File: config.mk
export PLATFORM = sky130hd
export DESIGN_NAME = mbist_top
export DESIGN_NICKNAME = d
export VERILOG_FILES = /design/src/rtl/mbist_pkg.sv /design/src/rtl/mbist_regs.sv /design/src/rtl/mbist_patsel.sv /design/src/rtl/mbist_seq.sv /design/src/rtl/mbist_top.sv
export SDC_FILE = /design/constraint.sdc
export NUM_CORES = 1
export LEC_CHECK = 0
export CORE_ASPECT_RATIO = 1.5
export CORE_MARGIN = 2
export CORE_UTILIZATION = 40
export DETAILED_ROUTE_END_ITERATION = 10
export RECOVER_POWER = 100
export SYNTH_ARGS = -nofsm -noshare
export SYNTH_HDL_FRONTEND = slang
export SYNTH_SLANG_ARGS = --single-unit
export TNS_END_PERCENT = 1
File: constraint.sdc
create_clock -name clk -period 8.4 [get_ports clk]
set_clock_uncertainty 0.2 [all_clocks]
set_input_delay 1.68 -clock clk [delete_from_list [all_inputs] [get_ports clk]]
set_output_delay 1.68 -clock clk [all_outputs]
set_load 0.03 [all_outputs]
File: src/rtl/mbist_pkg.sv
package mbist_pkg;
  localparam logic [3:0] A_CTRL  = 4'd0;
  localparam logic [3:0] A_WLO   = 4'd1;
  localparam logic [3:0] A_WHI   = 4'd2;
  localparam logic [3:0] A_SLO   = 4'd3;
  localparam logic [3:0] A_SHI   = 4'd4;
  localparam logic [3:0] A_FADDR = 4'd5;
  localparam logic [3:0] A_PAT0  = 4'd6;

  typedef enum logic [1:0] {
    M_RDONLY = 2'd0,
    M_WRONLY = 2'd1,
    M_WRC    = 2'd2,
    M_WRC2   = 2'd3
  } mode_e;

  typedef enum logic [2:0] {S_IDLE, S_WR, S_RD, S_DRAIN, S_END} seq_e;

  typedef struct packed {
    logic       win_en;
    logic [3:0] round_n;
    mode_e      mode;
  } cfg_t;
endpackage

File: src/rtl/mbist_regs.sv
module mbist_regs import mbist_pkg::*; #(
  parameter int AW        = 16,
  parameter int BSH       = 6,
  parameter int PAT_WORDS = 10,
  localparam int BW       = AW - BSH
) (
  input  logic                       clk,
  input  logic                       rst,
  input  logic                       cfg_we,
  input  logic [3:0]                 cfg_addr,
  input  logic [31:0]                cfg_wdata,
  output logic [31:0]                cfg_rdata,
  input  logic                       done_p,
  input  logic                       fail_p,
  input  logic [AW-1:0]              fail_addr_i,
  output logic                       run,
  output logic                       start_p,
  output cfg_t                       cfg,
  output logic [BW-1:0]              win_lo,
  output logic [BW-1:0]              win_hi,
  output logic [BW-1:0]              spc_lo,
  output logic [BW-1:0]              spc_hi,
  output logic [PAT_WORDS-1:0][31:0] pat,
  output logic                       status
);
  logic [AW-1:0] fail_addr_q;

  always_ff @(posedge clk) begin
    if (rst) begin
      run <= 1'b0; start_p <= 1'b0; cfg <= '0; status <= 1'b0;
      win_lo <= '0; win_hi <= '0; spc_lo <= '0; spc_hi <= '0;
      pat <= '0; fail_addr_q <= '0;
    end else begin
      start_p <= 1'b0;
      if (done_p) run <= 1'b0;
      if (fail_p) begin
        status <= 1'b1;
        if (!status) fail_addr_q <= fail_addr_i;
      end
      if (cfg_we && !run) begin
        case (cfg_addr)
          A_CTRL: begin
            cfg.mode    <= mode_e'(cfg_wdata[2:1]);
            cfg.win_en  <= cfg_wdata[3];
            cfg.round_n <= cfg_wdata[7:4];
            if (cfg_wdata[0]) begin
              run <= 1'b1; start_p <= 1'b1; status <= 1'b0;
            end
          end
          A_WLO: win_lo <= cfg_wdata[AW-1:BSH];
          A_WHI: win_hi <= cfg_wdata[AW-1:BSH];
          A_SLO: spc_lo <= cfg_wdata[AW-1:BSH];
          A_SHI: spc_hi <= cfg_wdata[AW-1:BSH];
          default: ;
        endcase
        for (int i = 0; i < PAT_WORDS; i++)
          if (cfg_addr == A_PAT0 + 4'(i)) pat[i] <= cfg_wdata;
      end
    end
  end

  always_ff @(posedge clk) begin
    if (rst) cfg_rdata <= '0;
    else begin
      case (cfg_addr)
        A_CTRL:  cfg_rdata <= {23'd0, status, cfg.round_n, cfg.win_en, cfg.mode, run};
        A_WLO:   cfg_rdata <= 32'({win_lo, {BSH{1'b0}}});
        A_WHI:   cfg_rdata <= 32'({win_hi, {BSH{1'b0}}});
        A_SLO:   cfg_rdata <= 32'({spc_lo, {BSH{1'b0}}});
        A_SHI:   cfg_rdata <= 32'({spc_hi, {BSH{1'b0}}});
        A_FADDR: cfg_rdata <= 32'(fail_addr_q);
        default: cfg_rdata <= '0;
      endcase
      for (int i = 0; i < PAT_WORDS; i++)
        if (cfg_addr == A_PAT0 + 4'(i)) cfg_rdata <= pat[i];
    end
  end
endmodule

File: src/rtl/mbist_patsel.sv
module mbist_patsel #(
  parameter int PAT_WORDS = 10,
  parameter int PH_W      = 3
) (
  input  logic [PAT_WORDS-1:0][31:0] pat,
  input  logic [PH_W-1:0]            ph,
  output logic [63:0]                beat
);
  localparam int NBEAT = PAT_WORDS / 2;
  logic [NBEAT-1:0][63:0] tbl;

  for (genvar k = 0; k < NBEAT; k++) begin : g_beat
    assign tbl[k] = {pat[2*k+1], pat[2*k]};
  end

  always_comb begin
    beat = '0;
    for (int k = 0; k < NBEAT; k++)
      if (ph == PH_W'(k)) beat = tbl[k];
  end
endmodule

File: src/rtl/mbist_seq.sv
module mbist_seq import mbist_pkg::*; #(
  parameter int AW     = 16,
  parameter int BT_W   = 3,
  parameter int PH_W   = 3,
  parameter int NBEAT  = 5,
  localparam int BW    = AW - BT_W - 3,
  localparam int BW1   = BW + 1
) (
  input  logic            clk,
  input  logic            rst,
  input  logic            start_p,
  input  cfg_t            cfg,
  input  logic [BW-1:0]   lo_b,
  input  logic [BW-1:0]   hi_b,
  output logic            mem_req_valid,
  input  logic            mem_req_ready,
  output logic            mem_req_we,
  output logic [AW-1:0]   mem_req_addr,
  input  logic            mem_rvalid,
  input  logic [63:0]     mem_rdata,
  input  logic [63:0]     exp_beat,
  output logic [PH_W-1:0] iss_ph,
  output logic [PH_W-1:0] cmp_ph,
  output logic            done_p,
  output logic            fail_p,
  output logic [AW-1:0]   fail_addr
);
  seq_e            st;
  logic [BW-1:0]   rnd_base, last_b, iss_b, cmp_b, rnd_last;
  logic [BT_W-1:0] iss_bt, cmp_bt;
  logic [PH_W-1:0] rnd_ph;
  logic            bad, accept, iss_end, cmp_end, mism;
  logic [3:0]      n_eff;
  logic [BW:0]     cand;

  function automatic logic [PH_W-1:0] ph_inc(input logic [PH_W-1:0] p);
    return (p == PH_W'(NBEAT - 1)) ? '0 : p + 1'b1;
  endfunction

  always_comb begin
    n_eff    = (cfg.mode == M_WRC || cfg.mode == M_WRC2) ? cfg.round_n : 4'd0;
    cand     = {1'b0, rnd_base} + BW1'(n_eff) - 1'b1;
    rnd_last = (n_eff == 4'd0 || cand > {1'b0, last_b}) ? last_b : cand[BW-1:0];
  end

  assign mem_req_valid = (st == S_WR) || (st == S_RD);
  assign mem_req_we    = (st == S_WR);
  assign mem_req_addr  = {iss_b, iss_bt, 3'b000};
  assign accept        = mem_req_valid && mem_req_ready;
  assign iss_end       = (iss_bt == '1) && (iss_b == rnd_last);
  assign cmp_end       = (cmp_bt == '1) && (cmp_b == rnd_last);
  assign mism          = mem_rvalid && (mem_rdata != exp_beat);
  assign done_p        = (st == S_END);
  assign fail_p        = mism || (done_p && bad);
  assign fail_addr     = mism ? {cmp_b, cmp_bt, 3'b000} : {rnd_base, {(BT_W+3){1'b0}}};

  always_ff @(posedge clk) begin
    if (rst) begin
      st <= S_IDLE; bad <= 1'b0;
      rnd_base <= '0; last_b <= '0; iss_b <= '0; cmp_b <= '0;
      iss_bt <= '0; cmp_bt <= '0; iss_ph <= '0; cmp_ph <= '0; rnd_ph <= '0;
    end else begin
      if (mem_rvalid) begin
        cmp_ph          <= ph_inc(cmp_ph);
        {cmp_b, cmp_bt} <= {cmp_b, cmp_bt} + 1'b1;
      end
      if (accept) begin
        iss_ph          <= ph_inc(iss_ph);
        {iss_b, iss_bt} <= {iss_b, iss_bt} + 1'b1;
      end
      case (st)
        S_IDLE: if (start_p) begin
          rnd_base <= lo_b; last_b <= hi_b; iss_b <= lo_b; cmp_b <= lo_b;
          iss_bt <= '0; cmp_bt <= '0; iss_ph <= '0; cmp_ph <= '0; rnd_ph <= '0;
          bad <= (hi_b < lo_b);
          if (hi_b < lo_b)              st <= S_END;
          else if (cfg.mode == M_RDONLY) st <= S_RD;
          else                           st <= S_WR;
        end
        S_WR: if (accept && iss_end) begin
          if (cfg.mode == M_WRONLY) st <= S_END;
          else begin
            st <= S_RD; iss_b <= rnd_base; iss_bt <= '0; iss_ph <= rnd_ph;
          end
        end
        S_RD: if (accept && iss_end) st <= S_DRAIN;
        S_DRAIN: if (mem_rvalid && cmp_end) begin
          if (rnd_last == last_b) st <= S_END;
          else begin
            st       <= S_WR;
            rnd_base <= rnd_last + 1'b1;
            rnd_ph   <= ph_inc(cmp_ph);
            iss_b    <= rnd_last + 1'b1;
            iss_bt   <= '0;
            iss_ph   <= ph_inc(cmp_ph);
          end
        end
        S_END: begin st <= S_IDLE; bad <= 1'b0; end
        default: st <= S_IDLE;
      endcase
    end
  end
endmodule

File: src/rtl/mbist_top.sv
module mbist_top import mbist_pkg::*; #(
  parameter int AW          = 16,
  parameter int PAT_WORDS   = 10,
  parameter int BURST_BEATS = 8
) (
  input  logic          clk,
  input  logic          rst,
  input  logic          cfg_we,
  input  logic [3:0]    cfg_addr,
  input  logic [31:0]   cfg_wdata,
  output logic [31:0]   cfg_rdata,
  output logic          mem_req_valid,
  input  logic          mem_req_ready,
  output logic          mem_req_we,
  output logic [AW-1:0] mem_req_addr,
  output logic [63:0]   mem_wdata,
  input  logic          mem_rvalid,
  input  logic [63:0]   mem_rdata
);
  localparam int BT_W  = $clog2(BURST_BEATS);
  localparam int BSH   = BT_W + 3;
  localparam int BW    = AW - BSH;
  localparam int NBEAT = PAT_WORDS / 2;
  localparam int PH_W  = $clog2(NBEAT);

  logic                       run, start_p, status, done_p, fail_p;
  cfg_t                       cfg;
  logic [BW-1:0]              win_lo, win_hi, spc_lo, spc_hi, lo_b, hi_b;
  logic [PAT_WORDS-1:0][31:0] pat;
  logic [AW-1:0]              fail_addr;
  logic [PH_W-1:0]            iss_ph, cmp_ph;
  logic [63:0]                exp_beat;

  assign lo_b = cfg.win_en ? win_lo : spc_lo;
  assign hi_b = cfg.win_en ? win_hi : spc_hi;

  mbist_regs #(.AW(AW), .BSH(BSH), .PAT_WORDS(PAT_WORDS)) u_regs (
    .clk(clk), .rst(rst), .cfg_we(cfg_we), .cfg_addr(cfg_addr),
    .cfg_wdata(cfg_wdata), .cfg_rdata(cfg_rdata), .done_p(done_p),
    .fail_p(fail_p), .fail_addr_i(fail_addr), .run(run), .start_p(start_p),
    .cfg(cfg), .win_lo(win_lo), .win_hi(win_hi), .spc_lo(spc_lo),
    .spc_hi(spc_hi), .pat(pat), .status(status)
  );

  mbist_patsel #(.PAT_WORDS(PAT_WORDS), .PH_W(PH_W)) u_wpat (
    .pat(pat), .ph(iss_ph), .beat(mem_wdata)
  );

  mbist_patsel #(.PAT_WORDS(PAT_WORDS), .PH_W(PH_W)) u_epat (
    .pat(pat), .ph(cmp_ph), .beat(exp_beat)
  );

  mbist_seq #(.AW(AW), .BT_W(BT_W), .PH_W(PH_W), .NBEAT(NBEAT)) u_seq (
    .clk(clk), .rst(rst), .start_p(start_p), .cfg(cfg), .lo_b(lo_b),
    .hi_b(hi_b), .mem_req_valid(mem_req_valid), .mem_req_ready(mem_req_ready),
    .mem_req_we(mem_req_we), .mem_req_addr(mem_req_addr),
    .mem_rvalid(mem_rvalid), .mem_rdata(mem_rdata), .exp_beat(exp_beat),
    .iss_ph(iss_ph), .cmp_ph(cmp_ph), .done_p(done_p), .fail_p(fail_p),
    .fail_addr(fail_addr)
  );
endmodule

==> flow_summary.ini, run 1 <==
[run_status]
status = complete, but fails checks
violations = max-capacitance violations, max-slew violations

[routing]
wl_per_cell_um = 28.5
drtPass1Iterations = 6
first_iter_violations = 4462
vias = 31700
vias_per_cell = 6.46
route.detailed.drc = 0
finalWirelength_um = 140000
ant_nets = 0

[clock_network]
cts_hold_buf = 0
clkTransAtPathRegs_ns = 0.06
clock-sinks = 474
cts_buffers = 50
clk_latency_ns = 0.63
clockRootBuffer = clkbuf_16
ctsLongestPathBuffers = 3
tritoncts = built
cts_htree_levels = 2
cts_setup_buffers = 0
cts.repair.resized = 0

[synth]
syn_area_um2 = 28300
synth-warning-count = 0
synth_compound_area_share_pct = 28.2
yosys.area.top_type = dfxtp_1
syn_area_per_cell_um2 = 7.10
synth_fa_ha_area_share_pct = 2.15
synthFlopType = dfxtp_1
synth_edf_count = 0
synth_top_area_share_pct = 33.5
synth_common_cells = nand2_1, a21oi_1, dfxtp_1
ys_seq_elements = 474
synth-seq-area-share_pct = 33.5
synthMuxAreaShare_pct = 2.34
ys_top_cells_by_area = dfxtp_1, nand2_1, a21oi_1
synth_xor_area_share_pct = 3.56
synth_cells = 3982
synth_cell_types = 96
post-synth-top-count-cell = nand2_1
synth_top_family_by_area = compound AO/OA/AOI/OAI gates
yosys.area_share.simple_pct = 23.8
synthArstFlopShare_pct = 0

[die]
initial_utilization_pct = 40.3
core_area_um2 = 70100
rows = 119
die_w_um = 221
die-area_um2 = 72900
fp.dieH_um = 330
ios = 219

[global_routing]
grt_max_degree = 175
antenna_found_initial = 6
grt.total_usage_pct = 36.7
grt_pass1_vias = 29600
globalRouteOverflowTotal = 0
grt_pass1_wl_um = 202000

[critical_path]
crit_chain = dlygate4sd3_1 -> nand2_1 -> nor2_2 -> clkbuf_1 -> nand2_1 -> clkbuf_1 -> nand2_1 -> a21oi_1
worstPathArrival_ns = 8.28
criticalPathCategory = in2reg
end_kind = flip-flop
startpoint_type = input pin
max_stage_delay_ns = 1.87
required_ns = 8.66
cp_slowest_cell = clkbuf_1
path_common_cell = nand2_1
crit_fanout = 25

[pwr]
vdd_drop_max_v = 0.000140
p_leak_nw = 11.0
powerDensity_nw_per_um2 = 168

[timing]
fin_crit_sh_pct = 95.5
finalSetupViolations = 0
finalHoldViolCount = 0
whs_ns = 0.261
maxSlewHeadroom_pct = -105
rsz0062_at_grt = no
worst_pin_slew_ns = 3.07
max_freq_ghz = 0.125
slew_viol_final = 381
min_period_ns = 8.02
setup-tns-final_ns = 0

[cells_and_area]
drive_gt1_share_pct = 5.17
area_delta_synth_final_pct = 14.6
nets = 4120

[min_path]
hp-class = reg2reg

[place]
port_buffers = 215
dp_hpwl_um = 92000
place_congestion = 1.03

[run]
drv_cap = 14
## routing by layer
layer / vias up / global-route usage [%] / wire length (µm)
met3: 632 / 7.01 / 13300
li1: 14100 / - / -
met1: 14900 / 42.7 / 50100
met2: 2133 / 58.5 / 62200
met4: 2 / 31.1 / 14200
met5: - / 0 / 13
## final timing paths
kind                                      from                                 end  cells after the start  slack [ns]
setup / recovery                   cfg_addr[0]        u_regs.pat[296]$_SDFFE_PP0P_                      8        0.38
hold / removal    u_regs.pat[156]$_SDFFE_PP0P_        u_regs.pat[156]$_SDFFE_PP0P_                      2        0.26
setup reg to reg    u_seq.cmp_ph[2]$_SDFF_PP0_  u_regs.fail_addr_q[3]$_SDFFE_PP0P_                     12        0.40
hold reg to reg   u_regs.pat[156]$_SDFFE_PP0P_        u_regs.pat[156]$_SDFFE_PP0P_                      2        0.26
## report_power, final
group          total [mW]  internal [mW]  switching, mW  leakage [nW]
Clock                2.31           1.30           1.00         0.790
Combinational       0.796          0.243          0.553          6.40
Sequential           2.34           2.29         0.0542          3.83
## registers in the layout, indices dropped and copies added (netlist names), 7 cells and up
register / count
u_regs.spc_lo: 10
u_seq.rnd_base: 10
u_regs.spc_hi: 10
u_seq.cmp_b: 10
u_regs.pat: 320
u_regs.cfg: 7
u_seq.last_b: 10
u_regs.cfg_rdata: 32
u_regs.win_hi: 10
u_regs.fail_addr_q: 13
u_seq.iss_b: 10
u_regs.win_lo: 10
## critical path, delay by kind of cell
| family | cells | cell delay (ns) |
|---|---|---|
| AO/OA/AOI/OAI | 1 | 0.08 |
| AND/OR/NAND/NOR | 4 | 2.62 |
| buffers and inverters | 3 | 3.84 |
## final cells by class
cell class,instances,area (µm²)
flip-flops and latches,474,9490
diodes,1,2.50
clock inverters,10,138
clock buffers,78,1490
inverters,81,304
well taps,907,1130
multi-input cells,3056,17100
fillers,7099,37700
repair buffers,304,2750
## cell usage in the layout (no fill, tap or decap), types with 53 or more instances in the layout
cell type,Yosys,final
dfxtp_1,474,474
inv_1,79,79
nor3_1,79,76
buf_4,11,60
dlygate4sd3_1,0,114
clkdlybuf4s50_1,0,100
xnor2_1,81,81
nor2_1,245,235
a21oi_1,569,569
nand2_1,985,983
a22oi_1,67,67
o21ai_0,148,159
nand3_1,53,53
a221oi_1,138,138
## kinds of logic (layout without fill, tap and decap cells)
family / count (synthesis) / count (layout)
adders and majority gates: 48 / 48
and+or+nand+nor: 1563 / 1563
xor gates and xnor gates: 115 / 115
other: 1 / 4
AOI/OAI and AO/OA: 1264 / 1264
buffers and inverters: 454 / 473
DFF: 474 / 474
muxes: 63 / 63
## stage by stage
step / util (%) / cell area (µm²) / setup slack [ns] / std cells / power (mW)
global placement: 44.1 / 30900 / 1.41 / 4822 / 3.16
CTS: 46.5 / 32600 / 1.40 / 4910 / 5.43
detailed placement: 44.1 / 30900 / 1.43 / 4822 / 3.16
floorplan: - / 28300 / 2.69 / 3984 / 2.82
global route: 46.2 / 32400 / 0.463 / 4911 / 5.56
finish: 46.2 / 32400 / 0.377 / 4911 / 5.44
No activity file was read; power rests on OpenSTA's default activity.
==> run 2: changes to the inputs <==
--- a/config.mk
+++ b/config.mk
@@ -5,6 +5,7 @@
 export SDC_FILE = /design/constraint.sdc
 export NUM_CORES = 1
 export LEC_CHECK = 0
+export ABC_CLOCK_PERIOD_IN_PS = 8400
 export CORE_ASPECT_RATIO = 1.5
 export CORE_MARGIN = 2
 export CORE_UTILIZATION = 40
==> results of run 2 <==
Same layout as run 1: the final DEF is identical, and so are final timing and power.
